`config.mk`:
```
export PLATFORM = sky130hd
export DESIGN_NAME = rx_ring_writer
export DESIGN_NICKNAME = d
export VERILOG_FILES = /design/src/rtl/rx_ring_writer.sv
export SDC_FILE = /design/constraint.sdc
export NUM_CORES = 2
export LEC_CHECK = 0
export CAP_MARGIN = 20
export CORE_MARGIN = 2
export CORE_UTILIZATION = 43
export CTS_CLUSTER_DIAMETER = 100
export DETAILED_ROUTE_END_ITERATION = 12
export PLACE_DENSITY_LB_ADDON = 0.15
export SETUP_SLACK_MARGIN = 0.3
export SYNTH_ARGS = -nofsm -noshare
export SYNTH_HDL_FRONTEND = slang
export SYNTH_SLANG_ARGS = --single-unit
```
`constraint.sdc`:
```
create_clock -name clk -period 12 [get_ports clk]
set_clock_uncertainty 0.05 [all_clocks]
set_input_delay 1.8 -clock clk [delete_from_list [all_inputs] [get_ports clk]]
set_output_delay 1.8 -clock clk [all_outputs]
set_load 0.1 [all_outputs]
```
`src/rtl/rx_ring_writer.sv`:
```
module rx_ring_writer #(
  parameter int BASE_LOG2 = 6
) (
  input  logic                 clk,
  input  logic                 rst_n,
  input  logic [1:0]           ring_size,
  input  logic [5:0]           accept_mask,
  input  logic                 rx_valid,
  input  logic [7:0]           rx_data,
  input  logic                 rx_eof,
  input  logic [4:0]           rx_err,
  input  logic                 rx_bcast,
  input  logic                 rx_mcast,
  input  logic                 rx_own,
  input  logic                 rdptr_we,
  input  logic [15:0]          rdptr_wdata,
  input  logic [BASE_LOG2-1:0] host_waddr,
  output logic [31:0]          host_rdata,
  output logic                 buf_empty,
  output logic                 rx_ok,
  output logic                 rx_overflow,
  output logic [23:0]          missed,
  output logic [15:0]          wr_ptr
);
  localparam int WORDS = 1 << BASE_LOG2;

  logic [31:0] mem [WORDS];
  logic [15:0] capr, cnt, mask, rd, baddr;
  logic [16:0] ring, free_b, pos, need;
  logic [1:0]  sz;
  logic        spill, byte_ok, addr_ok, err_ok, accept, commit, drop;
  logic [15:0] status;

  assign sz      = ring_size[1] ? 2'd2 : ring_size;
  assign ring    = 17'd1 << (BASE_LOG2 + int'(sz));
  assign mask    = 16'(ring - 17'd1);
  assign rd      = (capr + 16'd16) & mask;
  assign free_b  = (rd == wr_ptr) ? ring : {1'b0, (rd - wr_ptr) & mask};
  assign pos     = {1'b0, cnt} + 17'd4;
  assign byte_ok = pos < free_b;
  assign baddr   = (wr_ptr + pos[15:0]) & mask;
  assign need    = ({1'b0, cnt} + 17'd7) & ~17'd3;

  assign addr_ok = (rx_bcast & accept_mask[3]) | (rx_mcast & accept_mask[2]) |
                   (rx_own & accept_mask[1]) | (~rx_bcast & ~rx_mcast & accept_mask[0]);
  assign err_ok  = (~|{rx_err[4], rx_err[2:0]} | accept_mask[5]) &
                   (~rx_err[3] | accept_mask[4] | accept_mask[5]);
  assign accept  = addr_ok & err_ok;
  assign commit  = rx_eof & accept & ~spill & (need < free_b);
  assign drop    = rx_eof & accept & ~commit;
  assign status  = {rx_mcast, rx_own, rx_bcast, 7'd0, rx_err, ~|rx_err};

  assign buf_empty  = rd == wr_ptr;
  assign host_rdata = mem[host_waddr];

  always_ff @(posedge clk) begin
    if (!rst_n) begin
      wr_ptr      <= '0;
      capr        <= 16'hFFF0;
      cnt         <= '0;
      spill       <= 1'b0;
      rx_ok       <= 1'b0;
      rx_overflow <= 1'b0;
      missed      <= '0;
    end else begin
      rx_ok       <= commit;
      rx_overflow <= drop;
      if (commit) wr_ptr <= 16'({1'b0, wr_ptr} + need) & mask;
      if (drop) missed <= missed + 24'd1;
      if (rdptr_we) capr <= rdptr_wdata;
      if (rx_eof) begin
        cnt   <= '0;
        spill <= 1'b0;
      end else if (rx_valid) begin
        if (~&cnt) cnt <= cnt + 16'd1;
        if (!byte_ok) spill <= 1'b1;
      end
    end
  end

  always_ff @(posedge clk) begin
    if (rst_n && rx_valid && byte_ok)
      mem[BASE_LOG2'(baddr >> 2)][8*int'(baddr[1:0]) +: 8] <= rx_data;
    else if (rst_n && commit)
      mem[BASE_LOG2'(wr_ptr >> 2)] <= {cnt, status};
  end

  a_r5_aligned: assert property (@(posedge clk) disable iff (!rst_n)
    wr_ptr[1:0] == 2'b00);
  a_r5_ok_moves: assert property (@(posedge clk) disable iff (!rst_n)
    rx_ok |-> wr_ptr != $past(wr_ptr));
  a_r9_count: assert property (@(posedge clk) disable iff (!rst_n)
    rx_overflow |-> missed == $past(missed) + 24'd1);
  a_r9_hold: assert property (@(posedge clk) disable iff (!rst_n)
    rx_overflow |-> $stable(wr_ptr));
  a_r8_quiet: assert property (@(posedge clk) disable iff (!rst_n)
    !rx_overflow |-> $stable(missed));
  a_r5_excl: assert property (@(posedge clk) disable iff (!rst_n)
    !(rx_ok && rx_overflow));
endmodule

```
## Yosys cells after proc, flatten, opt, wreduce, memory -nomap -nowiden

Memory sizes are Yosys's and may differ from the RTL's.
Cells that the tools add are included.

- Flip-flop bits (word level): 75
- Memories: 1
- Memory bits (writable): 2048
- Output and inout bits: 75
- Word-level logic and storage cells: 76
- Input bits: 51

Memory list:

| memory | words | width | rd ports | clocked after Yosys merged registers in | wr ports | RTL line | source |
|---|---|---|---|---|---|---|---|
| mem | 64 | 32 | 1 | 0 | 1 | 27 | `logic [31:0] mem [WORDS];` |

- Mux-type cells: 10
- Equality and inequality tests: 1
- Shift-type cells: 3
- Add/sub/neg operators: 11
- Bitwise gates (word level): 29
- Reductions and logical operators: 12
- $lt $le $gt $ge: 2

Operators with widths:

| kind | count |
|---|---|
| $mux W32 | 3 |
| $and A16 B16 Y16 | 3 |
| $add A16 B3 Y17 const B | 2 |
| $lt A17 B17 Y1 | 2 |
| $neg A5 Y33 | 1 |
| $shift A8 B33 Y32 const A | 1 |
| $shiftx A8 B33 Y32 | 1 |
| $reduce_or A32 Y1 | 1 |
| $add A24 B1 Y24 const B | 1 |
| $mux W17 | 1 |
| $shl A1 B4 Y17 const A | 1 |
| $add A16 B1 Y16 const B | 1 |
| $add A16 B16 Y16 | 1 |
| $add A16 B5 Y16 const B | 1 |
| $eq A16 B16 Y1 | 1 |
| $reduce_and A16 Y1 | 1 |
| $sub A16 B1 Y16 const B | 1 |
| $sub A16 B16 Y16 | 1 |
| $and A1 B1 Y1 | 11 |
| $add A8 B8 Y8 | 1 |
| $and A8 B8 Y8 | 1 |
| $not A1 Y1 | 8 |
| $mux W6 | 1 |
| $or A1 B1 Y1 | 6 |
| other kinds (9) | 16 |

## Depth between registers and ports, before layout

- Depth in word-level cells: 16
- Depth in mapped cells: 24
- Depth with buffers taken out: 22

## Worst setup path after synthesis

No wires, ideal clock.

- Path kind: in2reg
- Start point: in ring_size[1]
- End point: mem mem[0][0] (data pin)
- Path buffers: 2
- Arrival: 11.374 ns
- Setup time: 0.701 ns
- Cell stages on the path: 21
- Required time: 11.249 ns
- Slack: -0.126 ns
- Cell sequence: nor2_1 > inv_1 > ha_1 > nand3b_1 > nor2_1 > ha_1 > nand4_1 > or3b_2 > nor4_1 > a21oi_1 > ha_1 > nand4_1 > nor3_1 > a211oi_1 > o21ai_0 > a211oi_1 > a22oi_4 > o2111ai_4 > buf_2 > buf_2 > o21ai_0

- Elaborated cells between the ends (all ways): 22
- Those cells by class: 4 x add/sub; 2 x order compare; 1 x eq/ne; 2 x shift; 6 x mux; 4 x bitwise; 3 x reduce/logical

RTL lines:

| element | RTL line | source |
|---|---|---|
| start: declaration | 6 | `input logic [1:0] ring_size,` |
| $mux W2 * | 34 | `assign sz = ring_size[1] ? 2'd2 : ring_size;` |
| $add A3 B2 Y4 * | 35 | `assign ring = 17'd1 << (BASE_LOG2 + int'(sz));` |
| $shl A1 B4 Y17 * | 35 |  |
| $sub A16 B1 Y16 * | 36 | `assign mask = 16'(ring - 17'd1);` |
| $and A16 B16 Y16 * | 37 | `assign rd = (capr + 16'd16) & mask;` |
| $eq A16 B16 Y1 * | n/a |  |
| net buf_empty | 19 | `output logic buf_empty,` |
| $mux W17 * | 38 | `assign free_b = (rd == wr_ptr) ? ring : {1'b0, (rd - wr_ptr) & mask};` |
| $lt A17 B17 Y1 | 49 | `assign commit = rx_eof & accept & ~spill & (need < free_b);` |
| $and A1 B1 Y1 | 49 |  |
| $logic_and A1 B1 Y1 | 84 | `else if (rst_n && commit)` |
| $mux W1 | 84 |  |
| $mux W1 * | 82 | `if (rst_n && rx_valid && byte_ok)` |
| $mux W1 (not written as such) * | 85 | `mem[BASE_LOG2'(wr_ptr >> 2)] <= {cnt, status};` |
| $reduce_or A32 Y1 (no line) * | n/a |  |
| $mux W32 (no line) * | n/a |  |
| end: declaration | 27 |  |

The timed path passes the listed nets; every way through them passes the cells marked *.

## Worst setup path in the final report

- Start point: in ring_size[1]
- End point: mem mem[10][23] (enable)

- Word-level cells in the longest chain between the ends: 16
- Elaborated cells between the ends (all ways): 25
- Those cells by class: 4 x add/sub; 2 x order compare; 1 x eq/ne; 2 x shift; 9 x mux; 4 x bitwise; 3 x reduce/logical

RTL lines:

| element | RTL line |
|---|---|
| $mux W2 * | 34 |
| $add A3 B2 Y4 * | 35 |
| $shl A1 B4 Y17 * | 35 |
| $sub A16 B1 Y16 | 36 |
| $and A16 B16 Y16 | 37 |
| $sub A16 B16 Y16 | 38 |
| $and A16 B16 Y16 | 38 |
| $mux W17 | 38 |
| $lt A17 B17 Y1 | 49 |
| $and A1 B1 Y1 | 49 |
| $logic_and A1 B1 Y1 | 84 |
| $mux W1 | 84 |
| $mux W1 | 82 |
| $mux W1 (not written as such) | 85 |
| $reduce_or A32 Y1 (no line) | n/a |
| $mux W6 (no line) or $mux W32 (tied branches) | n/a |

Mark *: on every way between the ends. The rest lies on a longest branch, timed or not.

==> key figures <==
Timing
  – Worst hold margin: 429.2 ps
  – Max-slew headroom: 18.04%
  – Final worst-path cycle share: 75.46%
  – Final Max Tran Viols: 0
  – Max Fclk: 110.4 MHz
  – Final Setup Violations: 0
  – Unrepaired setup endpoints after global routing: false
  – Final Hold Fails: 0
  – Fin Setup TNS: 0 ps
  – Worst-Margin Slew: 1229 ps
  – Minimum clock period: 9055 ps

Synthesis
  – Avg Cell Area, Syn: 21.04 sq um
  – EDFF count, synth: 2048
  – Mapped Area: 0.08557 sq mm
  – Yosys reg bits: 2122
  – Count leader, synth: edfxtp_1
  – Post-synth top area share: 71.87%
  – Commonest register cell after synthesis: edfxtp_1
  – Syn. warnings: 0
  – Synth cell types: 70
  – Post-synth top cells: edfxtp_1, mux4_2, nor2_1, clkbuf_1, nand2_1
  – Leading area contributor after synthesis: edfxtp_1
  – Sequential area share after synthesis: 73.60%
  – Synth top area cells: edfxtp_1, mux4_2, dfxtp_1
  – Ys async rst share: 0%
  – Synthesized instance count: 4068

Route
  – Remaining antenna violation count: 0
  – Drt total wl: 205.9 mm
  – Vias per cell: 5.721
  – WL per Instance: 28.99 um
  – Initial DRC count: 3789
  – Drt pass-1 iters: 5
  – DRC viols: 0
  – Detailed-route via count: 40620

Clock network
  – H-tree levels: 4
  – Resized cells post-CTS: 0
  – TritonCTS Buffers: 212
  – CTS Hold Bufs: 0
  – Post-CTS setup repair buffer count: 0
  – TritonCTS Sinks: 2122
  – Clock Tree Buf Depth: 3
  – CTS tree: yes
  – Clk Latency, worst-skew pair: 830 ps
  – CTS clk-pin slew, worst paths: 60 ps
  – Clk root buf: clkbuf_16

Critical path
  – Critical Path Fanout Max: 8
  – R2R setup slack: 4270 ps
  – Worst setup SP type: input port
  – CP arrival: 9460 ps
  – Max stage delay cell, worst path: nor2_1
  – WS Path Type: in2reg
  – Worst setup EP type: register
  – Critical-path cell list: clkdlybuf4s50_1, nor2_1, inv_1, ha_1, nand3b_1, nor2_1, ha_1, nand4_1, or3b_2, nor4_2, nor3_1, a21oi_1, ha_1, nand4_1, nor3_1, a211oi_1, o21ai_0, a211oi_1, a22oi_4, nor2_1, a22oi_2, nor2_1
  – Critical path's most frequent cell: nor2_1
  – CP required: 12400 ps
  – Crit-path max cell delay: 830 ps

Floorplanning
  – Die width: 450.1 um
  – Die height: 450.1 um
  – I/O pin count: 126
  – Initial core utilization: 43.30%
  – Die Area: 0.2026 sq mm
  – Row count: 163
  – Core area: 0.1976 sq mm

Cells and area
  – Nets@finish: 4402
  – Syn-to-layout area delta: 13.07%
  – Filler instances: 16010
  – Share of post-route cells with drive strength above 1: 25.72%
  – Layout Cells excl Fill: 7101
  – Final core occ: 48.96%

Place
  – Post-placement cell count: 6698
  – Buffers on Ports: 124
  – Post-DP HPWL: 124.0 mm
  – RePlAce Congestion: 0.7798

Outcome
  – Outcome: finished, final reports clean

Pwr
  – Total design power: 15.35 mW
  – Maximum vdd drop: 0.1493 mV
  – Cell Pwr Density: 158.6 mW/mm^2
  – Leak: 29.60 nW

Global route
  – First-pass GRT wire length: 297.3 mm
  – Global Route Usage Sum: 20.30%
  – Largest net degree at the start of global routing: 86
  – Grt total ovfl: 0
  – Vias in the first global route: 41700
  – Antenna violations before repair: 8

Flow run
  – Max_cap viols: 0

Min path
  – Tightest Hold Check Type: reg2reg
sequential cells by signal (all words and copies together) (netlist names):
name / cells
missed: 24
cnt: 16
capr: 15
rx_ok: 1
mem: 2048
rx_overflow: 1
spill: 1
wr_ptr: 16
layer usage:
metal	part of all wire, %	global-route usage, %	vias up	routed length [um]
met5	0	0	-	0
met4	2.3	5.175	0	4655
met3	5.3	3.277	259	10850
met2	49	32.50	1132	100100
met1	44	29.21	21890	90260
li1	-	-	17340	-
cells in the final DEF (no fill, tap or decap), drive strengths merged, types with 4 or more instances in the layout:
cell and count:
nor3 37, inv 52, a211oi 8, xnor2 43
diode 6, xor2 37, buf 85, mux4 661
and3 17, nor2 329, ha 74, nor4 7
a22oi 21, a31oi 4, clkdlybuf4s50 117, bufinv 14
and4 6, dfxtp 74, clkbuf 257, nand4 25
nand2 102, or3 14, clkinv 109, edfxtp 2048
mux2i 38, mux2 11, o21ai 47, a21o 17
a32oi 8, a2bb2oi 4, nand2b 6, nor3b 5
a21oi 48, and2 9, nor2b 6, clkinvlp 8
conb 12, nand3 58
final timing paths:
kind | to | cells past startpoint | start
setup / recovery | mem[10][23] | 22 | ring_size[1]
hold / removal | missed[23] | 2 | missed[23]
setup reg to reg | mem[10][23] | 22 | capr[4]
hold reg to reg | missed[23] | 2 | missed[23]
stage by stage:
step | cell area [sq um] | setup slack, ps
floorplan | 85610 | 1286
global placement | 90020 | 2159
detailed placement | 90020 | 2219
CTS | 96700 | 3087
global route | 96750 | 2496
finish | 96750 | 2945
worst max-delay path, delay by kind of cell:
family                     cells  cell delay, ps
buffers and inverters          2             740
AOI/OAI and AO/OA              6            2190
adders and majority gates      3             940
and+or+nand+nor               11            3770
final cells by class:
class,count,area [sq um],share of cell area (%)
Tap cell,2640,3303,3.414
Timing Repair Buffer,202,2021,2.089
Clock inverter,138,1094,1.130
Sequential cell,2122,62980,65.09
Antenna cell,6,15.01,0.01552
Clock buffer,257,5589,5.777
Inverter,45,168.9,0.1746
Multi-Input combinational cell,1691,21580,22.31
power breakdown:
part,internal (mW),total (mW),switching (mW)
Combinational,0.325,0.867,0.542
Clock,3.61,6.39,2.79
Sequential,8.08,8.09,0.00542
Total,12.0,15.3,3.33
cell families after synthesis:
logic type / synth area share, %
AO/OA/AOI/OAI: 1.581
XOR/XNOR: 0.8188
adder cells (fa/ha/maj): 1.152
buffers and inverters: 1.436
flip-flops: 73.60
multiplexers: 18.10
other: 0.008776
AND/OR/NAND/NOR: 3.300
Power figures use the tool's default switching activity.
